### config.mk
export PLATFORM = sky130hd
export DESIGN_NAME = presc_tmr16
export DESIGN_NICKNAME = d
export VERILOG_FILES = /design/src/rtl/presc_tmr16_pkg.sv /design/src/rtl/presc_tmr16_src.sv /design/src/rtl/presc_tmr16_div.sv /design/src/rtl/presc_tmr16.sv
export SDC_FILE = /design/constraint.sdc
export NUM_CORES = 1
export LEC_CHECK = 0
export CAP_MARGIN = 0
export CORE_MARGIN = 2
export CORE_UTILIZATION = 44
export CTS_BUF_LIST = sky130_fd_sc_hd__clkbuf_8
export DETAILED_ROUTE_END_ITERATION = 16
export GPL_ROUTABILITY_DRIVEN = 0
export GPL_TIMING_DRIVEN = 0
export HOLD_SLACK_MARGIN = 0.15
export PLACE_DENSITY = 0.67
export SETUP_SLACK_MARGIN = 0.1
export SYNTH_ARGS = -nofsm -noshare
export SYNTH_HDL_FRONTEND = slang
export SYNTH_SLANG_ARGS = --single-unit
export TNS_END_PERCENT = 100
### constraint.sdc
create_clock -name clk_i -period 1.8 [get_ports clk_i]
set_input_delay 0.45 -clock clk_i [delete_from_list [all_inputs] [get_ports clk_i]]
set_output_delay 0.45 -clock clk_i [all_outputs]
set_load 0.1 [all_outputs]
### src/rtl/presc_tmr16_pkg.sv
package presc_tmr16_pkg;
  localparam int unsigned AW = 2;
  localparam logic [AW-1:0] A_CTL = 2'd0;
  localparam logic [AW-1:0] A_LO  = 2'd1;
  localparam logic [AW-1:0] A_HI  = 2'd2;
  localparam logic [AW-1:0] A_FLG = 2'd3;

  localparam int unsigned B_EN   = 0;
  localparam int unsigned B_SRC  = 1;
  localparam int unsigned B_SYNC = 2;
  localparam int unsigned B_DIV  = 4;   // 2-bit field at 5:4
  localparam int unsigned B_W16  = 7;
  localparam logic [7:0]  CTL_MASK = 8'hB7;
endpackage

### src/rtl/presc_tmr16_src.sv
module presc_tmr16_src #(
  parameter int unsigned IDIV   = 4,
  parameter int unsigned NSYNC  = 2
) (
  input  logic clk_i,
  input  logic rst_ni,
  input  logic ext_i,
  input  logic src_ext_i,
  input  logic sync_i,
  output logic tick_o
);
  localparam int unsigned DW = (IDIV > 1) ? $clog2(IDIV) : 1;

  logic icyc_tick;

  generate
    if (IDIV > 1) begin : g_idiv
      logic [DW-1:0] div_q;
      always_ff @(posedge clk_i or negedge rst_ni)
        if (!rst_ni) div_q <= '0;
        else         div_q <= div_q + DW'(1);
      assign icyc_tick = (div_q == DW'(IDIV - 1));
    end else begin : g_nodiv
      assign icyc_tick = 1'b1;
    end
  endgenerate

  logic [NSYNC-1:0] sy_q;
  logic             sy_last_q, raw_q;

  always_ff @(posedge clk_i or negedge rst_ni)
    if (!rst_ni) begin
      sy_q      <= '0;
      sy_last_q <= 1'b0;
      raw_q     <= 1'b0;
    end else begin
      sy_q[0] <= ext_i;
      for (int i = 1; i < NSYNC; i++) sy_q[i] <= sy_q[i-1];
      sy_last_q <= sy_q[NSYNC-1];
      raw_q     <= ext_i;
    end

  logic edge_sync, edge_raw;
  assign edge_sync = sy_q[NSYNC-1] & ~sy_last_q;
  assign edge_raw  = ext_i & ~raw_q;  // async path: no resync stage

  assign tick_o = src_ext_i ? (sync_i ? edge_sync : edge_raw) : icyc_tick;
endmodule

### src/rtl/presc_tmr16_div.sv
module presc_tmr16_div #(
  parameter int unsigned SEL_W = 2
) (
  input  logic             clk_i,
  input  logic             rst_ni,
  input  logic             tick_i,
  input  logic             clr_i,
  input  logic [SEL_W-1:0] sel_i,
  output logic             tick_o
);
  localparam int unsigned CW = (1 << SEL_W) - 1;

  logic [CW-1:0] cnt_q, lim;
  assign lim    = (CW'(1) << sel_i) - CW'(1);
  assign tick_o = tick_i && (cnt_q == lim);  // sel 0: lim 0, bypass

  always_ff @(posedge clk_i or negedge rst_ni)
    if (!rst_ni)     cnt_q <= '0;
    else if (clr_i)  cnt_q <= '0;
    else if (tick_i) cnt_q <= (cnt_q == lim) ? '0 : cnt_q + CW'(1);
endmodule

### src/rtl/presc_tmr16.sv
module presc_tmr16
  import presc_tmr16_pkg::*;
#(
  parameter int unsigned DW    = 8,
  parameter int unsigned IDIV  = 4,
  parameter int unsigned NSYNC = 2
) (
  input  logic          clk_i,
  input  logic          rst_ni,
  input  logic          ext_clk_i,
  input  logic          trig_i,
  input  logic          trig_en_i,
  input  logic [1:0]    addr_i,
  input  logic          wr_i,
  input  logic          rd_i,
  input  logic [DW-1:0] wdata_i,
  output logic [DW-1:0] rdata_o,
  output logic          ovf_o
);
  localparam int unsigned CW = 2 * DW;

  logic [7:0]    ctrl_q;
  logic [CW-1:0] cnt_q;
  logic [DW-1:0] hbuf_q;
  logic          flag_q;

  logic w16, en;
  assign w16 = ctrl_q[B_W16];
  assign en  = ctrl_q[B_EN];

  logic wr_ctl, wr_lo, wr_hi, wr_flg, rd_lo, clr_trig, hi_direct;
  assign wr_ctl    = wr_i && (addr_i == A_CTL);
  assign wr_lo     = wr_i && (addr_i == A_LO);
  assign wr_hi     = wr_i && (addr_i == A_HI);
  assign wr_flg    = wr_i && (addr_i == A_FLG);
  assign rd_lo     = rd_i && (addr_i == A_LO);
  assign clr_trig  = trig_en_i && trig_i;
  assign hi_direct = wr_hi && !w16;

  logic src_tick, inc;

  presc_tmr16_src #(.IDIV(IDIV), .NSYNC(NSYNC)) src_i (
    .clk_i     (clk_i),
    .rst_ni    (rst_ni),
    .ext_i     (ext_clk_i),
    .src_ext_i (ctrl_q[B_SRC]),
    .sync_i    (ctrl_q[B_SYNC]),
    .tick_o    (src_tick)
  );

  presc_tmr16_div #(.SEL_W(2)) div_i (
    .clk_i  (clk_i),
    .rst_ni (rst_ni),
    .tick_i (src_tick && en),
    .clr_i  (wr_lo || wr_hi),
    .sel_i  (ctrl_q[B_DIV+1:B_DIV]),
    .tick_o (inc)
  );

  always_ff @(posedge clk_i or negedge rst_ni)
    if (!rst_ni)     ctrl_q <= '0;
    else if (wr_ctl) ctrl_q <= wdata_i & CTL_MASK;

  always_ff @(posedge clk_i or negedge rst_ni)
    if (!rst_ni)        cnt_q <= '0;
    else if (wr_lo)     cnt_q <= {(w16 ? hbuf_q : cnt_q[CW-1:DW]), wdata_i};
    else if (hi_direct) cnt_q[CW-1:DW] <= wdata_i;
    else if (clr_trig)  cnt_q <= '0;
    else if (inc)       cnt_q <= cnt_q + CW'(1);

  always_ff @(posedge clk_i or negedge rst_ni)
    if (!rst_ni)               hbuf_q <= '0;
    else if (w16 && rd_lo)     hbuf_q <= cnt_q[CW-1:DW];
    else if (w16 && wr_hi)     hbuf_q <= wdata_i;

  logic wrap;
  assign wrap = inc && (&cnt_q) && !wr_lo && !hi_direct && !clr_trig;

  always_ff @(posedge clk_i or negedge rst_ni)
    if (!rst_ni)                     flag_q <= 1'b0;
    else if (wrap)                   flag_q <= 1'b1;   // set beats clear
    else if (wr_flg && !wdata_i[0])  flag_q <= 1'b0;

  always_comb begin
    unique case (addr_i)
      A_CTL:   rdata_o = ctrl_q;
      A_LO:    rdata_o = cnt_q[DW-1:0];
      A_HI:    rdata_o = w16 ? hbuf_q : cnt_q[CW-1:DW];
      default: rdata_o = {{(DW-1){1'b0}}, flag_q};
    endcase
  end

  assign ovf_o = flag_q;
endmodule

# Word-level counts from Yosys, hierarchy flattened

Cells that the tools add are included.

Bits in registers: 40
Bits of input ports: 17
Output and inout port bits: 9

$add $sub $neg: 4
Equal/unequal tests: 6
Shift operators: 1
Multiplexer cells: 16
Bitwise logic cells: 4
Reductions and logical operators: 30

Operators with widths:

| cell                  | number |
|---|---|
| $mux 16               | 3 |
| $mux 8                | 5 |
| $pmux 8 s3            | 1 |
| $add 16x1->16 const B | 1 |
| $logic_and 1x1->1     | 16 |
| $reduce_and 16->1     | 1 |
| $mux 3                | 3 |
| $eq 2x2->1 const B    | 3 |
| $reduce_bool 2->1     | 3 |
| $logic_not 1->1       | 5 |
| $mux 1                | 4 |
| $reduce_bool 4->1     | 1 |
| $add 3x1->3 const B   | 1 |
| $eq 3x3->1            | 1 |
| $reduce_bool 3->1     | 1 |
| $shl 1x2->3 const A   | 1 |
| $sub 3x2->3 const B   | 1 |
| $add 2x1->2 const B   | 1 |
| $and 1x1->1           | 2 |
| $eq 2x1->1 const B    | 1 |
| $logic_not 2->1       | 1 |
| $ne 2x2->1 const B    | 1 |
| $not 1->1             | 2 |
| $reduce_and 2->1      | 1 |
| $logic_or 1x1->1      | 1 |

# Logic depth before layout (Yosys ltp)

Depth in word-level cells: 11
Depth in mapped cells: 9
Mapped depth without buffers: 7

# Cells and area by module

Synthesis repeated with hierarchy kept, for this count alone.

Cells, all modules: 282
Area total of the unflattened synthesis: 2517.4 sq um

By module, submodules not included:

| module          | instances | cells an instance | area each (sq um) |
|---|---|---|---|
| presc_tmr16     | 1         | 247               | 2117.0 |
| presc_tmr16_div | 1         | 24                | 232.7 |
| presc_tmr16_src | 1         | 11                | 167.7 |

# Worst setup path before layout

OpenSTA, ideal clock, no wires.

Path type: input to output
Start point: input port addr_i[1]
End point: output port rdata_o[3]
Data arrival time: 3.186 ns
Required time: 1.350 ns
Path slack: -1.836 ns
Stages: 4
Path buffers: 2
Cells stage by stage: buf_2 clkbuf_1 nand2_1 o21ai_0

Cells in the longest elaborated chain, start to end: 2
Elaborated cells on any way between the ends: 4
Classes of those cells: 2 x eq/ne; 1 x mux; 1 x reduce/logical

RTL lines:

| item                               | line              | source |
|---|---|---|
| start: declaration                 | presc_tmr16.sv:13 | `input logic [1:0] addr_i,` |
| $eq 2x2->1 (tied with other cells) | presc_tmr16.sv:85 | `unique case (addr_i)` |
| $pmux 8 s3 (*)                     | presc_tmr16.sv:85 |  |
| end: declaration                   | presc_tmr16.sv:17 | `output logic [DW-1:0] rdata_o,` |

Every way passes the cells marked *; elsewhere a longest branch is shown, timed or not.

# Worst setup path after layout

Start point: register ctrl_q[7]
End point: output port rdata_o[0]

Cells in the longest elaborated chain, start to end: 2

RTL lines:

| item                     | line              | source |
|---|---|---|
| start: declaration       | presc_tmr16.sv:22 | `logic [7:0] ctrl_q;` |
| start signal: assignment | presc_tmr16.sv:62 | `else if (wr_ctl) ctrl_q <= wdata_i & CTL_MASK;` |
| $mux 8                   | presc_tmr16.sv:88 | `A_HI: rdata_o = w16 ? hbuf_q : cnt_q[CW-1:DW];` |
| $pmux 8 s3               | presc_tmr16.sv:85 |  |

No other way between the ends.

==> results.cfg <==
[run_status]
outcome = complete, but fails checks
failed_checks = setup timing

[placed_design]
placed_cells = 399
pre_cts_slack_ns = -1.44
place.port_buffers = 24
estimated_wirelength_of_the_detail_placed_design_um = 5920

[global_route]
grt_pass1_wl_um = 14400
grt_pass1_vias = 2634
grtUsageTotal_pct = 29.4
grt_antenna_before_repair = 0
grt_start_max_net_pins = 27
globalRouteOverflowTotal = 0

[sta]
slew_headroom_pct = 56.2
fin_setup_tns_ns = -3.63
finalSetupViolCount = 23
setup_ws_post_layout_ns = -0.433
min_period_over_period_pct = 124
report.final.slew_viol_count = 0
final_hold_vio_count = 0
timing_limited_maximum_frequency_mhz = 448
final.min_clock_period_ns = 2.23
worst_pin_slew_ns = 0.654
finalClockSkew_ns = 0.00381
grt_setup_unrepaired = true

[logic_synthesis]
synth_nets = 319
synth-async-reset-ratio_pct = 100
synth_area_per_cell_um2 = 8.79
synth-warning-count = 0
synth_top_area_share_pct = 37.1
synth_largest_area_cell = sky130_fd_sc_hd__dfrtp_1
synth_seq_area_share_pct = 37.1
synth_edf_count = 0
post_synth_inst_count = 299
cells_taking_the_most_area_after_synthesis = sky130_fd_sc_hd__dfrtp_1 37%, sky130_fd_sc_hd__mux2i_1 6.9%, sky130_fd_sc_hd__a21oi_1 5.5%, sky130_fd_sc_hd__nand2_1 4.7%, sky130_fd_sc_hd__o21ai_0 3.8%
yosys_register_bits = 39
synthesis.area_um2 = 2630
synth-main-ff-cell = sky130_fd_sc_hd__dfrtp_1
number_of_distinct_standard_cells_referenced_by_the_synthesized_netlist = 58

[layout]
area_delta_synth_final_pct = 54.4
mostFrequentLayoutCells = 34 x sky130_fd_sc_hd__dfrtp_1, 28 x sky130_fd_sc_hd__nand2_1, 25 x sky130_fd_sc_hd__buf_4, 25 x sky130_fd_sc_hd__a21oi_1, 19 x sky130_fd_sc_hd__nor2_1
seq_area_um2 = 982
fill_cells = 436
footprint_of_the_multi_input_gates_um2 = 2020
antennaDiodeCount = 0
finish.cell_count_without_fillers = 443
layout.cells.most_common = sky130_fd_sc_hd__dfrtp_1
final_layout_size_suffix_gt1_share_pct = 41.8
layout.core_utilization_pct = 69.4
finish.net_count = 387

[routing]
detail_route.drc_violations = 0
wl_per_cell_um = 21.4
routed_vias = 2792
drt-vias-per-instance = 6.30
length_of_the_first_detailed_routing_pass_in_iterations = 5
antenna_left = 0
violation_count_after_the_first_detailed_route_iteration = 282
drt_wl_total_um = 9490

[min_path]
holdCritStartpoint = src_i.sy_q[1]
worst_hold_path_type = reg2reg

[power_and_ir_drop]
clkPwrFrac_pct = 15.5
p_switching_mw = 1.74
power.combinational.fraction_pct = 50.7
peakVddDrop_uv = 574
power.sequential.fraction_pct = 33.8
power_mw = 4.07
power.density_nw_per_um2 = 1000
netSwitchingFraction_pct = 42.7
leakage_nw = 1.67
p_int_mw = 2.33

[die]
design.die.area_um2 = 6610
fp.dieW_um = 81.3
core_area_um2 = 5850
die_height_um = 81.3
floorplan.rows = 28
ios = 26
initial_core_util_pct = 44.9

[clock_network]
clock_sink_count = 39
cts_buffers = 5
cts_tree = built
clock_latency_of_the_later_clocked_register_in_the_worst_skew_pair_ns = 0.30
cts-root-to-sink-buffers = 2
clkTransAtPathRegs_ns = 0.08
root_buffer = sky130_fd_sc_hd__clkbuf_8
cts_htree_levels = 2

[setup_path]
cp_data_required_time_ns = 1.35
worst-setup-path-type = reg2out
timing.rr.start = ctrl_q[7]
cp.arrival_ns = 1.78
critPathLaunchType = register
critical_path.max_stage_delay_ns = 0.50
crit_path_max_fanout = 3
worst_setup_path_startpoint = ctrl_q[7]
path_cells = buf_6 -> mux2_4 -> mux4_2 -> buf_12
worst_path_max_delay_cell = sky130_fd_sc_hd__mux4_2
cp-end-kind = output port

[job]
maxCapViolations = 0
## cell type report
cell class,instances,area share (%)
sequential,39,24.2
tap,75,2.31
clock inverter,2,0.216
multi-input combinational,240,49.8
clock buffer,6,2.04
timing repair buffer,61,16.5
inverter,6,0.771
buffer,14,4.13
## timing repair
action                     CTS  global route
hold buffers                 1             0
setup endpoints to repair   43            39
buffers inserted            26             8
resized for setup          159            40
pin swaps                   19            20
hold endpoints to repair    13             0
cloned                       2             0
## power groups by stage
| stage | sequential, mW | clock (mW) | combinational (mW) |
|---|---|---|---|
| 6_report | 1.38 | 0.632 | 2.06 |
| 5_1_grt | 1.40 | 0.685 | 2.17 |
| 4_1_cts | 1.35 | 0.640 | 1.90 |
| 3_5_place_dp | 1.32 | 0 | 1.37 |
| 3_3_place_gp | 1.31 | 0 | 1.36 |
| 2_1_floorplan | 1.24 | 0 | 1.07 |
## registers in the layout, indices dropped and copies added, names as in the netlist
| signal | flops |
|---|---|
| ovf_o | 1 |
| cnt_q | 16 |
| src_i.sy_q | 2 |
| src_i.g_idiv.div_q | 2 |
| hbuf_q | 8 |
| ctrl_q | 6 |
| src_i.sy_last_q | 1 |
| div_i.cnt_q | 3 |
## cell usage after synthesis (all sizes together) (3+ instances only)
cell type and number:
o211ai 3, o21ai 25, mux2i 18, nand2 34, o22ai 4, nand3 10, nor2 24, nor3 8
a31oi 5, a21oi 32, a22oi 3, inv 6, ha 3, and2 5, nand4 6, and3 9
mux2 6, nor2b 5, clkbuf 4, nor3b 7, o22a 3, buf 10, dfrtp 39
## metal layers
layer / global-route usage, % / share of wire (%) / wire (um)
met3: 5.11 / 7.0 / 668
met5: 0 / 0 / 0
met2: 47.7 / 49 / 4640
met1: 38.7 / 40 / 3770
met4: 12.4 / 4.3 / 405
## cell families after synthesis
kind of cell | count (synthesis) | synth area share [%]
flops | 39 | 37.1
xor+xnor | 1 | 0.333
compound gates | 95 | 24.1
mux | 25 | 10.3
simple gates | 116 | 23.1
fa+ha+maj | 3 | 1.43
buf+inv | 20 | 3.57
## metrics by stage
stage	area, um^2	hold WS, ns
6_report	4060	0.385
5_1_grt	4060	0.395
4_1_cts	3890	0.387
3_5_place_dp	3150	0.368
3_3_place_gp	3140	0.361
2_1_floorplan	2800	0.154
## worst paths after layout
| check | depth (start not counted) | slack (ns) | endpoint |
|---|---|---|---|
| worst min-delay path | 0 | 0.38 | src_i.sy_last_q |
| worst max register to register | 10 | -0.20 | cnt_q[14] |
| worst min register to register | 0 | 0.38 | src_i.sy_last_q |
| max in group asynchronous | 3 | 0.75 | ctrl_q[4] |
| worst max-delay path | 4 | -0.43 | rdata_o[0] |
| min in group asynchronous | 2 | 0.59 | hbuf_q[7] |
## worst max-delay path: cells and delay by family, from the launching register on
| family | cells | cell delay (ns) |
|---|---|---|
| buffers and inverters | 2 | 0.31 |
| multiplexers | 2 | 0.80 |
| flip-flops | 1 | 0.38 |
No activity file was read; power rests on OpenSTA's default activity.
